===== config.mk =====
export PLATFORM = sky130hd
export DESIGN_NAME = ctrl_reg_bank
export DESIGN_NICKNAME = d
export VERILOG_FILES = /design/src/rtl/crb_pkg.sv /design/src/rtl/crb_decode.sv /design/src/rtl/crb_cycle_ctr.sv /design/src/rtl/crb_store.sv /design/src/rtl/ctrl_reg_bank.sv
export SDC_FILE = /design/constraint.sdc
export NUM_CORES = 2
export LEC_CHECK = 0
export BUFFER_PORTS_ARGS = -buffer_cell sky130_fd_sc_hd__clkbuf_2
export CAP_MARGIN = 20
export CORE_MARGIN = 2
export CORE_UTILIZATION = 50
export CTS_CLUSTER_DIAMETER = 100
export DETAILED_ROUTE_END_ITERATION = 12
export MAX_ROUTING_LAYER = met4
export PLACE_DENSITY = 0.76
export SYNTH_ARGS = -nofsm -noshare
export SYNTH_HDL_FRONTEND = slang
export SYNTH_SLANG_ARGS = --single-unit
export TNS_END_PERCENT = 10

===== constraint.sdc =====
create_clock -name clk -period 1.96 [get_ports clk]
set_input_delay 0 -clock clk [delete_from_list [all_inputs] [get_ports clk]]
set_output_delay 0 -clock clk [all_outputs]
set_load 0.005 [all_outputs]

===== src/rtl/crb_pkg.sv =====
package crb_pkg;

    localparam int DW = 64;
    localparam int IW = 6;

    typedef logic [DW-1:0] word_t;
    typedef logic [IW-1:0] idx_t;

    // index map
    localparam int MSK_BASE = 16;
    localparam int NUM_MSK  = 14;
    localparam int RO_BASE  = 32;
    localparam int NUM_RO   = 4;
    localparam int WO_BASE  = 40;
    localparam int NUM_WO   = 5;
    localparam int TLB_BASE = 48;
    localparam int NUM_TLB  = 6;

    // masked slots (slot = index - MSK_BASE)
    localparam int SL_EXC_SUM  = 11;
    localparam int SL_EXC_MASK = 12;
    localparam int SL_CYCLE    = 13;

    typedef enum logic [2:0] {
        CLS_NONE,
        CLS_SCR,
        CLS_MASK,
        CLS_RO,
        CLS_WO
    } cls_e;

    typedef enum logic [2:0] {
        TLB_D_ALL  = 3'd0,
        TLB_D_PROC = 3'd1,
        TLB_D_ONE  = 3'd2,
        TLB_I_ALL  = 3'd3,
        TLB_I_PROC = 3'd4,
        TLB_I_ONE  = 3'd5
    } tlb_op_e;

    typedef struct packed {
        cls_e    cls;
        logic [3:0] slot;
        logic    is_tlb;
        tlb_op_e op;
    } dec_t;

    // bits each masked slot keeps on a write
    function automatic word_t slot_mask(input int s, input int lo_w);
        word_t m;
        case (s)
            0, 1:    m = 64'h0000_0000_0000_000f;
            2:       m = 64'h0000_0000_0000_0018;
            3:       m = 64'h0000_00ff_ffff_0300;
            4, 5:    m = 64'hffff_ffff_c000_0000;
            6:       m = 64'h0000_0000_0000_1ffb;
            7, 8:    m = 64'h0000_0000_0000_003f;
            9:       m = 64'h0000_0000_0000_07f0;
            10:      m = 64'hfe00_0000_0000_0000;
            11, 12:  m = '1;
            13:      m = ~((64'd1 << lo_w) - 64'd1);
            default: m = '0;
        endcase
        return m;
    endfunction

endpackage


===== src/rtl/crb_decode.sv =====
module crb_decode
    import crb_pkg::*;
#(
    parameter int NUM_SCR = 4
) (
    input  idx_t idx,
    output dec_t dec
);
    int ii;
    assign ii = int'(idx);

    always_comb begin
        dec.cls    = CLS_NONE;
        dec.slot   = '0;
        dec.is_tlb = 1'b0;
        dec.op     = TLB_D_ALL;
        if (ii < NUM_SCR) begin
            dec.cls  = CLS_SCR;
            dec.slot = idx[3:0];
        end else if (ii >= MSK_BASE && ii < MSK_BASE + NUM_MSK) begin
            dec.cls  = CLS_MASK;
            dec.slot = 4'(ii - MSK_BASE);
        end else if (ii >= RO_BASE && ii < RO_BASE + NUM_RO) begin
            dec.cls  = CLS_RO;
            dec.slot = 4'(ii - RO_BASE);
        end else if (ii >= WO_BASE && ii < WO_BASE + NUM_WO) begin
            dec.cls  = CLS_WO;
            dec.slot = 4'(ii - WO_BASE);
        end else if (ii >= TLB_BASE && ii < TLB_BASE + NUM_TLB) begin
            dec.cls    = CLS_WO;
            dec.slot   = 4'(ii - TLB_BASE);
            dec.is_tlb = 1'b1;
            dec.op     = tlb_op_e'(3'(ii - TLB_BASE));
        end
    end
endmodule


===== src/rtl/crb_cycle_ctr.sv =====
module crb_cycle_ctr #(
    parameter int W = 32
) (
    input  logic         clk,
    input  logic         rst,
    output logic [W-1:0] cnt
);
    always_ff @(posedge clk) begin
        if (rst) cnt <= '0;
        else     cnt <= cnt + 1'b1;
    end
endmodule


===== src/rtl/crb_store.sv =====
module crb_store
    import crb_pkg::*;
#(
    parameter int NUM_SCR  = 4,
    parameter int CNT_LO_W = 32
) (
    input  logic       clk,
    input  logic       rst,
    input  logic       wr_ok,
    input  cls_e       wr_cls,
    input  logic [3:0] wr_slot,
    input  word_t      wr_data,
    input  word_t      sum_set,
    input  word_t      mask_set,
    output word_t      scr_q [NUM_SCR],
    output word_t      msk_q [NUM_MSK]
);
    for (genvar s = 0; s < NUM_SCR; s++) begin : g_scr
        word_t q;
        always_ff @(posedge clk) begin
            if (rst) q <= '0;
            else if (wr_ok && wr_cls == CLS_SCR && wr_slot == 4'(s)) q <= wr_data;
        end
        assign scr_q[s] = q;
    end

    for (genvar m = 0; m < NUM_MSK; m++) begin : g_msk
        localparam word_t KEEP = slot_mask(m, CNT_LO_W);
        word_t q;
        logic  hit;
        assign hit = wr_ok && wr_cls == CLS_MASK && wr_slot == 4'(m);
        if (m == SL_EXC_SUM || m == SL_EXC_MASK) begin : g_cow
            word_t setv;
            assign setv = (m == SL_EXC_SUM) ? sum_set : mask_set;
            always_ff @(posedge clk) begin
                if (rst) q <= '0;
                else     q <= (hit ? '0 : q) | setv;
            end
        end else begin : g_plain
            always_ff @(posedge clk) begin
                if (rst)      q <= '0;
                else if (hit) q <= wr_data & KEEP;
            end
        end
        assign msk_q[m] = q;
    end
endmodule


===== src/rtl/ctrl_reg_bank.sv =====
module ctrl_reg_bank
    import crb_pkg::*;
#(
    parameter int NUM_SCR  = 4,
    parameter int CNT_LO_W = 32
) (
    input  logic                 clk,
    input  logic                 rst,
    input  logic                 acc_rd,
    input  logic                 acc_wr,
    input  logic [5:0]           acc_idx,
    input  logic [63:0]          acc_wdata,
    input  logic [63:0]          exc_sum_set,
    input  logic [63:0]          exc_mask_set,
    input  logic [4*64-1:0]      ro_status,
    output logic [63:0]          acc_rdata,
    output logic                 acc_fault,
    output logic                 tlb_cmd_valid,
    output logic [2:0]           tlb_cmd_op,
    output logic [63:0]          tlb_cmd_data
);
    dec_t               dec;
    logic [CNT_LO_W-1:0] cnt;
    word_t              scr_q [NUM_SCR];
    word_t              msk_q [NUM_MSK];
    logic               rd_bad, wr_bad, wr_ok;
    word_t              rv;
    tlb_op_e            op_q;

    crb_decode #(.NUM_SCR(NUM_SCR)) u_dec (
        .idx (acc_idx),
        .dec (dec)
    );

    crb_cycle_ctr #(.W(CNT_LO_W)) u_ctr (
        .clk (clk),
        .rst (rst),
        .cnt (cnt)
    );

    assign rd_bad = acc_rd && (dec.cls == CLS_NONE || dec.cls == CLS_WO);
    assign wr_bad = acc_wr && (dec.cls == CLS_NONE || dec.cls == CLS_RO);
    assign wr_ok  = acc_wr && !wr_bad;

    crb_store #(.NUM_SCR(NUM_SCR), .CNT_LO_W(CNT_LO_W)) u_store (
        .clk      (clk),
        .rst      (rst),
        .wr_ok    (wr_ok),
        .wr_cls   (dec.cls),
        .wr_slot  (dec.slot),
        .wr_data  (acc_wdata),
        .sum_set  (exc_sum_set),
        .mask_set (exc_mask_set),
        .scr_q    (scr_q),
        .msk_q    (msk_q)
    );

    // read selection, pre-write contents
    always_comb begin
        rv = '0;
        case (dec.cls)
            CLS_SCR: begin
                for (int s = 0; s < NUM_SCR; s++)
                    if (dec.slot == 4'(s)) rv = scr_q[s];
            end
            CLS_MASK: begin
                for (int m = 0; m < NUM_MSK; m++)
                    if (dec.slot == 4'(m)) rv = msk_q[m];
                if (dec.slot == 4'(SL_CYCLE)) rv = rv | word_t'(cnt);
            end
            CLS_RO: begin
                for (int r = 0; r < NUM_RO; r++)
                    if (dec.slot == 4'(r)) rv = ro_status[r*DW +: DW];
            end
            default: rv = '0;
        endcase
    end

    always_ff @(posedge clk) begin
        if (rst) begin
            acc_rdata     <= '0;
            acc_fault     <= 1'b0;
            tlb_cmd_valid <= 1'b0;
            op_q          <= TLB_D_ALL;
            tlb_cmd_data  <= '0;
        end else begin
            acc_fault     <= rd_bad || wr_bad;
            tlb_cmd_valid <= wr_ok && dec.is_tlb;
            if (acc_rd) acc_rdata <= rd_bad ? '0 : rv;
            if (wr_ok && dec.is_tlb) begin
                op_q         <= dec.op;
                tlb_cmd_data <= acc_wdata;
            end
        end
    end

    assign tlb_cmd_op = op_q;
endmodule


==> flow_summary.toml <==
[placed_design]
io_buffers = 590
hpwl_um = 86880
place.gp.congestion = 1.021

[floorplanning]
initial_core_util_pct = 50.67
dieArea_um2 = 63150
fp.dieH_um = 251.3
num_rows = 90
coreArea_um2 = 60360
die-width_um = 251.3
pin_count = 591

[synth]
synth_common_cells = "1096 x nand2_1, 723 x dfxtp_1, 703 x a21oi_1, 243 x nor2_1, 209 x clkbuf_1"
synth_ff_type = "dfxtp_1"
synth_edf_count = 0
synth_seq_area_share_pct = 47.33
post-synth-top-area-fraction_pct = 47.33
yosysMostFrequentCell = "nand2_1"
ys_ff_latch = 723
syn_inst = 3867
synth_area_leaders = "dfxtp_1 47%, nand2_1 13%, a21oi_1 12%"
async_reset_ff_share_pct = 0
syn_nets = 4326
synth_largest_area_cell = "dfxtp_1"
synth_area_per_cell_um2 = 7.908
synth.distinct_cells = 77
syn-cell-area_um2 = 30580
ys_warn_count = 0

[sta]
fmax_mhz = 507.1
hold_viol = 0
fin_crit_ps = 1972
relSlewSlack_pct = 38.66
rsz0062_at_grt = "yes"
setup_viol = 1
whs_ps = 20.91
finalCritPeriodShare_pct = 100.6
drv_slew = 0
tns_ps = -11.94
skew_ps = 25.77
worstMarginPinSlew_ps = 920.0
setup_ws_ps = -11.94

[cts]
tritoncts = "done"
numCtsBuffers = 76
cts_buffer_depth = 3
insertion_delay_ps = 620
clk_pin_slew_ps = 60
cts_sinks = 723
htreeDepth = 3
cts_root_buffer = "clkbuf_16"

[global_routing]
antenna_found_initial = 15
grt-ovfl-total = 0
grt_pass1_wl_um = 198600
grtUsageTotal_pct = 42.01
grt-busiest-layer = "met2"
use_met2_pct = 65.68
met3_usage_pct = 8.956
gr-usage-met1_pct = 49.10
grt_pass1_vias = 33490
grt_max_degree = 181

[power_and_ir_drop]
p_leak_nw = 16.47
p_per_area_nw_per_um2 = 788.4
irDropWorstVdd_mv = 0.8281

[status]
outcome = "complete, but fails checks"
violations = "negative setup slack"

[job]
cap_violations = 0

[worst_setup_path]
crit_path_start_kind = "flip-flop"
cp.arrival_ps = 2470
cp_max_fo = 5
path_buf_inv = 2
critPathSlowestCell = "or4_4"
critical_path.top_delay_family = "simple AND/OR/NAND/NOR gates"
critPathRequiredTime_ps = 2460
worstSetupEndpointType = "flip-flop"
cp_cell_sequence = "ha_2 -> nand2_1 -> or4_4 -> buf_4 -> nor2_2 -> buf_4 -> nand4_1 -> xor2_1 -> nor2_1"
slowest_delay_ps = 520
cp_common_cell = "buf_4"
path_class = "flip-flop to flip-flop"

[drt]
wl_per_cell_um = 23.73
first_iter_violations = 4529
viasPerCell = 6.139
dr.pass1.iters = 10
routed_wl_um = 135000
drcViolationCount = 0
vias = 34920
final_antenna_net_count = 0

[finish]
multiInputGateArea_um2 = 14900
fillCellCount = 4350
seq_area_um2 = 14480
area_growth_pct = 39.83
finalNetCount = 5288
finish.utilization_pct = 70.85
drive_gt1_share_pct = 21.62

[hold_path]
hold_class = "input port to flip-flop"
registers in the layout, summed over array words and instances, names as in the netlist:
register         cells
tlb_cmd_data        64
acc_rdata           64
acc_fault            1
tlb_cmd_valid        1
u_store.g_msk.q    302
tlb_cmd_op           3
u_ctr.cnt           32
u_store.g_scr.q    256
logic make-up after synthesis:
| kind of cell | Yosys count | share of synthesized area [%] |
|---|---|---|
| fa+ha+maj | 1 | 0.04091 |
| xor+xnor | 23 | 0.6587 |
| flops | 723 | 47.33 |
| mux | 140 | 4.656 |
| simple gates | 1518 | 20.20 |
| compound gates | 1110 | 22.11 |
| buf+inv | 352 | 5.012 |
per-stage QoR:
stage | instances | cell area (um^2) | total power [mW] | worst slack, ps
after floorplan | 3867 | 30600 | 16.46 | -9.931
after global placement | 5150 | 36100 | 17.78 | -243.8
after global routing | 5686 | 42750 | 34.50 | -84.38
after CTS | 5667 | 42590 | 33.60 | -8.961
final | 5689 | 42760 | 33.72 | -11.94
after detailed placement | 5150 | 36100 | 17.80 | -246.5
metal layers:
metal  vias up  part of all wire, %
li1      15370                    -
met1     16290                   36
met2      2579                   45
met3       677                   11
met4         0                  7.4
met5         -                    0
where the power goes:
| part | internal (mW) | leakage (nW) | total (mW) | switching [mW] |
|---|---|---|---|---|
| Sequential | 15.0 | 5.87 | 15.1 | 0.179 |
| Clock | 9.31 | 1.31 | 15.5 | 6.18 |
| Combinational | 1.41 | 9.29 | 3.10 | 1.68 |
| Total | 25.7 | 16.5 | 33.7 | 8.04 |
layout make-up:
type | instances | share of cell area [%]
Clock buffer | 110 | 5.246
Multi-Input combinational cell | 2792 | 34.85
Tap cell | 782 | 2.288
Timing Repair Buffer | 1228 | 22.56
Sequential cell | 723 | 33.86
Antenna cell | 18 | 0.1053
Inverter | 8 | 0.07022
Clock inverter | 28 | 1.021
worst paths after layout:
check | startpoint | to | slack, ps | cells past startpoint
min reg2reg | u_store.g_msk[13].q[50]$_SDFFE_PP0P_ | u_store.g_msk[13].q[50]$_SDFFE_PP0P_ | 450 | 2
max reg2reg | u_ctr.cnt[0]$_SDFF_PP0_ | u_ctr.cnt[20]$_SDFF_PP0_ | -10 | 9
max | u_ctr.cnt[0]$_SDFF_PP0_ | u_ctr.cnt[20]$_SDFF_PP0_ | -10 | 9
min | ro_status[73] | acc_rdata[9]$_SDFFE_PP0P_ | 20 | 6
worst register-to-register path, delay by kind of cell, from the launching register on:
kind                       cells  cell delay [ps]
DFF                            1              330
buffers and inverters          2              330
adders and majority gates      1              170
xor gates and xnor gates       1              170
and+or+nand+nor                5              860
what timing repair did:
action | in CTS | in global routing
endpoints found under the setup margin | 5 | 39
gates resized for setup | 4 | 24
hold buffers | 379 | 1
pin swaps | 0 | 4
cloned | 0 | 0
setup buffers | 0 | 3
hold endpoints to repair | 705 | 1
layout by cell type (no fill, tap or decap), types with 32 or more instances in the layout:
cell type         n
clkbuf_16        79
nor2_1          233
nand3_1          38
buf_4           182
dlygate4sd3_1   380
nand4_1          32
a21oi_1         703
a22oi_1          83
clkbuf_2        584
nand2_1        1093
o21ai_0          47
a221oi_1         55
a222oi_1         54
o22ai_1          34
buf_12           74
dfxtp_1         719
mux2i_1         122
No activity file was read; power rests on OpenSTA's default activity.
